### src/rtl/dectmr_pkg.sv
package dectmr_pkg;

    // Which value the counter takes on the next edge.
    typedef enum logic [1:0] {
        SRC_HOLD = 2'd0,
        SRC_TICK = 2'd1,
        SRC_LOAD = 2'd2,
        SRC_FULL = 2'd3
    } src_e;

    // Per-cycle decisions made for one counter.
    typedef struct packed {
        src_e src;
        logic raise;      // set pending
        logic clr;        // acknowledge or delivery
        logic force_clr;  // level-mode write with top bit clear
        logic hide;       // mask level term (power-managed)
    } evt_t;

    // Refill beats a write, and a write beats a tick.
    function automatic src_e pick_src(input logic refill, input logic wr, input logic tick);
        if (refill)      return SRC_FULL;
        else if (wr)     return SRC_LOAD;
        else if (tick)   return SRC_TICK;
        else             return SRC_HOLD;
    endfunction

endpackage

### src/rtl/dectmr_evt.sv
module dectmr_evt
    import dectmr_pkg::*;
#(
    parameter int W          = 32,
    parameter bit LEVEL_MODE = 1'b0,
    parameter bit EDGE_MODE  = 1'b1,
    parameter bit HAS_PM     = 1'b0
) (
    input  logic [W-1:0] cnt,
    input  logic         refill,
    input  logic         wr_en,
    input  logic [W-1:0] wr_data,
    input  logic         tick,
    input  logic         sat,
    input  logic         lower,
    input  logic         deliver,
    input  logic         pm,
    output evt_t         evt
);
    localparam logic [W-1:0] ZERO = '0;
    localparam logic [W-1:0] ONE  = W'(1);

    logic supp, at_zero, at_one, expire, wr_raise;
    src_e src;

    assign src     = pick_src(refill, wr_en, tick);
    assign supp    = pm & HAS_PM;
    assign at_zero = (cnt == ZERO);
    assign at_one  = (cnt == ONE);

    // Expiry: wrap below zero, or arrival at zero when saturating.
    assign expire = (src == SRC_TICK) && ((!sat && at_zero) || (sat && at_one));

    assign wr_raise = (src == SRC_LOAD) &&
                      ((wr_data <= ONE) ||
                       (LEVEL_MODE && wr_data[W-1]) ||
                       (EDGE_MODE && wr_data[W-1] && !cnt[W-1]));

    always_comb begin
        evt.src       = src;
        evt.raise     = wr_raise | (expire & ~supp);
        evt.clr       = lower | (deliver & EDGE_MODE & ~LEVEL_MODE);
        evt.force_clr = (src == SRC_LOAD) & LEVEL_MODE & ~wr_data[W-1];
        evt.hide      = supp;
    end
endmodule

### src/rtl/dectmr_core.sv
module dectmr_core
    import dectmr_pkg::*;
#(
    parameter int W          = 32,
    parameter bit LEVEL_MODE = 1'b0,
    parameter bit EDGE_MODE  = 1'b1,
    parameter bit HAS_PM     = 1'b0
) (
    input  logic         clk,
    input  logic         rst,
    input  logic         tick_en,
    input  logic         refill,
    input  logic         sat,
    input  logic         wr_en,
    input  logic [W-1:0] wr_data,
    input  logic         lower,
    input  logic         deliver,
    input  logic         pm,
    output logic [W-1:0] count,
    output logic         irq
);
    localparam logic [W-1:0] ALL1 = '1;
    localparam logic [W-1:0] ONE  = W'(1);
    localparam logic [W-1:0] ZERO = '0;

    logic [W-1:0] cnt_q, cnt_d;
    logic         pend_q, pend_d;
    evt_t         evt;

    dectmr_evt #(
        .W(W), .LEVEL_MODE(LEVEL_MODE), .EDGE_MODE(EDGE_MODE), .HAS_PM(HAS_PM)
    ) u_evt (
        .cnt(cnt_q), .refill(refill), .wr_en(wr_en), .wr_data(wr_data),
        .tick(tick_en), .sat(sat), .lower(lower), .deliver(deliver),
        .pm(pm), .evt(evt)
    );

    always_comb begin
        unique case (evt.src)
            SRC_FULL: cnt_d = ALL1;
            SRC_LOAD: cnt_d = wr_data;
            SRC_TICK: cnt_d = (sat && cnt_q == ZERO) ? cnt_q : cnt_q - ONE;
            default:  cnt_d = cnt_q;
        endcase
    end

    always_comb begin
        if (evt.force_clr)  pend_d = 1'b0;
        else if (evt.raise) pend_d = 1'b1;
        else if (evt.clr)   pend_d = 1'b0;
        else                pend_d = pend_q;
    end

    always_ff @(posedge clk) begin
        if (rst) begin
            cnt_q  <= ALL1;
            pend_q <= 1'b0;
        end else begin
            cnt_q  <= cnt_d;
            pend_q <= pend_d;
        end
    end

    generate
        if (LEVEL_MODE) begin : g_level
            assign irq = pend_q | (cnt_q[W-1] & ~evt.hide);
        end else begin : g_edge
            assign irq = pend_q;
        end
    endgenerate

    assign count = cnt_q;
endmodule

### src/rtl/dectmr_top.sv
module dectmr_top #(
    parameter int W          = 32,
    parameter bit LEVEL_MODE = 1'b0,
    parameter bit EDGE_MODE  = 1'b1
) (
    input  logic         clk,
    input  logic         rst,
    input  logic         tick_en,
    input  logic         rate_change,
    input  logic         sat_mode,
    input  logic         m_wr_en,
    input  logic [W-1:0] m_wr_data,
    input  logic         m_lower,
    input  logic         m_deliver,
    output logic [W-1:0] m_count,
    output logic         m_irq,
    input  logic         h_pm,
    input  logic         h_wr_en,
    input  logic [W-1:0] h_wr_data,
    input  logic         h_lower,
    input  logic         h_deliver,
    output logic [W-1:0] h_count,
    output logic         h_irq
);
    dectmr_core #(
        .W(W), .LEVEL_MODE(LEVEL_MODE), .EDGE_MODE(EDGE_MODE), .HAS_PM(1'b0)
    ) u_main (
        .clk(clk), .rst(rst), .tick_en(tick_en), .refill(rate_change),
        .sat(sat_mode), .wr_en(m_wr_en), .wr_data(m_wr_data),
        .lower(m_lower), .deliver(m_deliver), .pm(1'b0),
        .count(m_count), .irq(m_irq)
    );

    dectmr_core #(
        .W(W), .LEVEL_MODE(LEVEL_MODE), .EDGE_MODE(EDGE_MODE), .HAS_PM(1'b1)
    ) u_hyp (
        .clk(clk), .rst(rst), .tick_en(tick_en), .refill(rate_change),
        .sat(sat_mode), .wr_en(h_wr_en), .wr_data(h_wr_data),
        .lower(h_lower), .deliver(h_deliver), .pm(h_pm),
        .count(h_count), .irq(h_irq)
    );
endmodule

### config.mk
export PLATFORM = sky130hd
export DESIGN_NAME = dectmr_top
export DESIGN_NICKNAME = d
export VERILOG_FILES = /design/src/rtl/dectmr_pkg.sv /design/src/rtl/dectmr_evt.sv /design/src/rtl/dectmr_core.sv /design/src/rtl/dectmr_top.sv
export SDC_FILE = /design/constraint.sdc
export NUM_CORES = 1
export LEC_CHECK = 0
export BUFFER_PORTS_ARGS = -buffer_cell sky130_fd_sc_hd__buf_2
export CAP_MARGIN = 30
export CELL_PAD_IN_SITES_DETAIL_PLACEMENT = 0
export CELL_PAD_IN_SITES_GLOBAL_PLACEMENT = 1
export CORE_UTILIZATION = 41
export CTS_CLUSTER_DIAMETER = 120
export DETAILED_ROUTE_END_ITERATION = 8
export PLACE_DENSITY_LB_ADDON = 0.1
export SLEW_MARGIN = 25
export SYNTH_ARGS = -nofsm -noshare
export SYNTH_HDL_FRONTEND = slang
export SYNTH_SLANG_ARGS = --single-unit
### constraint.sdc
create_clock -name clk -period 7.7 [get_ports clk]
set_input_delay 1.54 -clock clk [delete_from_list [all_inputs] [get_ports clk]]
set_output_delay 1.54 -clock clk [all_outputs]
set_load 0.01 [all_outputs]
* Word-level counts from Yosys, hierarchy flattened
Index checks and enable logic that the tools add are counted.
** Cells by class
- Add/subtract/negate cells :: 2
- Order comparisons :: 2
- Equality and inequality tests :: 10
- Multiplexer cells :: 13
- Bitwise gates (word level) :: 6
- Reduce and logical (&&, ||, !) cells :: 27
** Operators by type and width (count)
- 32-bit case mux with 3 select lines :: 2
- 32-bit by 1-bit == test with 1-bit output (second input constant) :: 2
- 32-bit by 1-bit less-or-equal comparator with 1-bit output (second input constant) :: 2
- 32-bit zero test :: 2
- 32-bit 2-to-1 mux :: 2
- 32-bit by 1-bit subtractor with 32-bit output (second input constant) :: 2
- 1-bit logical AND :: 12
- 2-bit == test (second input constant) :: 4
- 2-bit 2-to-1 mux :: 4
- 3-bit nonzero test :: 2
- 1-bit 2-to-1 mux :: 5
- 2-bit by 1-bit == test with 1-bit output (second input constant) :: 2
- 1-bit logical OR :: 4
- 2-bit inequality test (second input constant) :: 2
- 1-bit bitwise OR :: 4
- 2-bit AND reduction :: 2
- 2-bit nonzero test :: 2
- 1-bit zero test :: 3
- 1-bit AND :: 1
- 1-bit inverter :: 1
** Storage, ports and cells
- Register bits :: 66
- Input bits :: 76

* Longest topological paths before layout
- Depth in word-level cells :: 8
- Gate-level depth with buffers :: 11
- Depth with buffers taken out :: 9

* Modules after synthesis
Synthesis repeated with hierarchy kept, for this count alone.
** Second synthesis, totals
- Cell total of the unflattened synthesis :: 669
- Area total of the unflattened synthesis :: 5260.0 sq um
** Modules (own cells, without submodules)
- dectmr_core :: times used 2, cells an instance 300, area an instance 2392.3 sq um
- dectmr_evt (u_hyp.u_evt) :: times used 1, cells an instance 34, area an instance 236.5 sq um
- dectmr_evt (u_main.u_evt) :: times used 1, cells an instance 34, area an instance 235.2 sq um
- dectmr_top :: times used 1, cells an instance 1, area an instance 3.8 sq um

* Least setup slack after synthesis
Ideal clock, no wire load.
- Path kind :: in2reg
- Start point :: input port h_wr_en
- End point :: register u_hyp.cnt_q[18], in the netlist u_hyp.count[18]
- Arrival :: 3.445 ns
- Data required time :: 7.578 ns
- Path slack :: 4.134 ns
- Cell stages on the path :: 9
- Cell sequence :: or2_2 > inv_1 > ha_1 > buf_2 > clkinv_1 > nor4_1 > a41oi_1 > buf_2 > a221o_1
** Between the ends
- Longest elaborated chain between the ends :: 5
- Elaborated cells on any way between the ends :: 9
- Those cells by class :: eq/ne (4); mux (3); reduce/logical (2)
** Ends and longest elaborated chain
- start, declared :: line dectmr_top.sv:18 : input logic h_wr_en,
- 2-bit 2-to-1 mux (*) :: line dectmr_pkg.sv:23 : else if (wr) return SRC_LOAD;
- 2-bit 2-to-1 mux (*) :: line dectmr_pkg.sv:22 : if (refill) return SRC_FULL;
- 2-bit by 1-bit == test with 1-bit output or 2-bit == test (tied branches) :: line dectmr_core.sv:39 : unique case (evt.src)
- 2-bit inequality test (no source line) or 3-bit nonzero test (tied branches)
- 2-bit AND reduction (no source line)
- end signal, assigned :: line dectmr_core.sv:59 : cnt_q <= cnt_d;
- end, declared :: line dectmr_core.sv:26 : logic [W-1:0] cnt_q, cnt_d;
Every way passes the cells marked *; elsewhere a longest branch is shown, timed or not.
A chain may end at the register's enable or synchronous reset.

* Worst setup path after layout
- Start point :: input port h_wr_en
- End point :: register u_hyp.cnt_q[8], in the netlist u_hyp.count[8]
The elaborated chain is that of the path after synthesis.

==> out/metrics.cfg <==
[grt]
grt_pass1_vias = 5338
grt_start_max_net_pins = 39
grt_antenna_before_repair = 0
grt_pass1_wl_microns = 28570
use_met3_pct = 7.162
grt_most_used_layer = met2
grt_usage_pct = 28.98
met1_usage_pct = 36.56
gr-total-overflow = 0
met2_usage_pct = 48.07

[synthesis]
synth_edf_count = 0
synthTopCellsByArea = dfxtp_1, a221o_1, o21ai_0
synth_area_per_cell_sq_um = 7.761
yosys.area.top_type = dfxtp_1
synth_flop_cell = dfxtp_1
yosysSeqAreaShare_pct = 27.24
ys_warn_count = 0
synth_top_area_share_pct = 27.24
async_reset_ff_share_pct = 0
ys_types = 64
syn_area_sq_mm = 0.004851
synth-seq-cells = 66
syn_nets = 712
postSynthCellCount = 625

[timing]
layout_min_cycle_time_ns = 4.738
fin_setup_tns_ns = 0
finalHoldViolations = 0
finClkSkew_ns = 0.005828
final_max_slew_viol_count = 0
fin_crit_sh_pct = 61.53
rsz0062_at_grt = false
relSlewSlack_pct = 32.41
max_freq_ghz = 0.2111
setup_viol = 0
worst_pin_slew_ns = 1.014

[clock_network]
cts_made_buffers = 9
hold_buffers = 0
h-tree-depth = 3
postCtsSetupBuffers = 0
cts.sinks = 66
clock-root-buffer = clkbuf_16
cts_tree = done
clk_path_buf_depth = 2
ctsResizeCount = 0
cts.clk_slew.worst_paths_ns = 0.05
clk_latency_ns = 0.34

[worst_setup_path]
worstSetupEndpointType = flop
crit_fanout = 29
cp.arrival_ns = 4.96
rr_endpoint = u_hyp.count[16]
rrSetupSlack_ns = 4.62
required_ns = 7.92
critPathKind = input port to flop
ff2ff_path_depth = 8
critPathLaunchType = input port
crit_start = h_wr_en
r2r-start = u_hyp.count[0]
crit_path_end = u_hyp.count[8]

[floorplan]
die_w_microns = 110.8
die_y_microns = 110.8
rows = 39
start_util_pct = 42.30
core_area_sq_mm = 0.01147
dieArea_sq_mm = 0.01227
top_level_ports = 142

[route]
first_pass_iters = 6
route.detailed.drc = 0
vias_per_cell = 6.490
postRouteWirelength_microns = 17940
drt_iter0_markers = 610
wl_per_cell_microns = 20.38
vias = 5711
ant_nets = 0

[placement]
placed_cells = 866
gp_congestion = 0.8945
io_buffers = 141
dp_hpwl_microns = 12750

[hold_path]
hp-start = u_main.count[23]
hold_path_class = flop to flop

[finish]
final.fill_count = 1144
stdcell_count = 880
nNetsFinal = 822
insertedDiodeCount = 0
area_growth_pct = 20.74
drive_above_1_share_pct = 25.64

[power]
total_leakage_power_nw = 2.223
power_density_mw_per_mm2 = 177.3
ir_drop_v = 0.0001478
power.total_mw = 1.038

[run]
cap_violations = 0

[status]
outcome = finished, final reports clean

[synth_stat cells (all sizes together), types with 7 or more instances]
cell type	n
nand4	14
inv	18
a41oi	7
o41ai	7
or3	12
or2	8
nor3	29
o21ai	63
a21oi	54
buf	16
or4	12
ha	11
nand3	12
nor2	28
dfxtp	66
clkbuf	36
nor4	38
a221o	47
nand2	60
o31ai	18
[worst max-delay path: stages]
cell and delay (ns):
buf_2 0.10, or2_2 0.30, inv_1 0.09, ha_1 0.15, buf_4 0.29, clkinv_1 0.54
nor4_1 0.72, a41oi_4 0.47, buf_4 0.37, a221o_1 0.36
[power by group]
part | internal (mW) | switching [mW]
logic | 0.0986 | 0.131
clock network | 0.230 | 0.149
registers | 0.374 | 0.0545
[cells in the final DEF, fill, tap and decap left out, drive strengths merged, types with 3 or more instances in the layout]
master  instances
or4            12
or2             8
clkbuf         14
nand2          60
a221o          47
a41oi           7
a21oi          54
dfxtp          66
nand3b          4
ha             11
nor2b           3
nand4          14
and4            3
o31ai          18
o41ai           7
a221oi          4
nand2b          3
a31oi           3
nor4           38
nor4b           3
a21o            5
o21ai          63
nand3          12
a211oi          5
buf           150
or3            12
a211o           5
nor2           28
nor3           29
inv            18
[flip-flops by register name, indices dropped and copies added, names as in the netlist]
| signal | cells |
|---|---|
| u_main.irq | 1 |
| u_hyp.count | 32 |
| u_hyp.irq | 1 |
| u_main.count | 32 |
[cells by family after synthesis]
group / Yosys count / synth area share [%]
buffers and inverters: 71 / 6.757
flip-flops: 66 / 27.24
XOR/XNOR: 2 / 0.3612
AND/OR/NAND/NOR: 236 / 28.22
multiplexers: 2 / 0.4127
adder cells (fa/ha/maj): 11 / 2.837
AO/OA/AOI/OAI: 237 / 34.18
[metal layers]
| layer | part of all wire, % | up-vias |
|---|---|---|
| met5 | 0 | - |
| met4 | 1.8 | 0 |
| met3 | 8.3 | 27 |
| met2 | 48 | 299 |
| met1 | 42 | 2694 |
| li1 | - | 2691 |
[per-stage QoR]
stage / instance area, sq um / hold slack, ns / util (%) / setup slack (ns)
6_report: 5857 / 0.5028 / 51.07 / 2.962
5_1_grt: 5857 / 0.5228 / 51.07 / 2.759
3_5_place_dp: 5592 / 0.4956 / 48.76 / 2.660
2_1_floorplan: 4851 / 0.5105 / - / 4.134
3_3_place_gp: 5577 / 0.4842 / 48.63 / 2.810
4_1_cts: 5852 / 0.5061 / 51.03 / 2.993
[how the worst min path moves through the flow]
stage,end,slack [ns],depth (start not counted)
floorplan,u_main.count[20],0.51,2
global placement,u_main.count[23],0.48,1
detailed placement,u_main.count[20],0.50,2
CTS,u_main.count[20],0.51,2
global route,u_main.count[27],0.52,2
finish,u_main.count[23],0.50,1
[area by class of cell]
type                       instances  area (sq um)  area share [%]
timing repair buffer             151         785.8           13.42
sequential                        66          1321           22.56
tap                              143         178.9           3.055
multi-input combinational        488          3239           55.31
clock buffer                      13         260.3           4.443
inverter                          19         71.32           1.218
(Power assumes the default switching activity.)
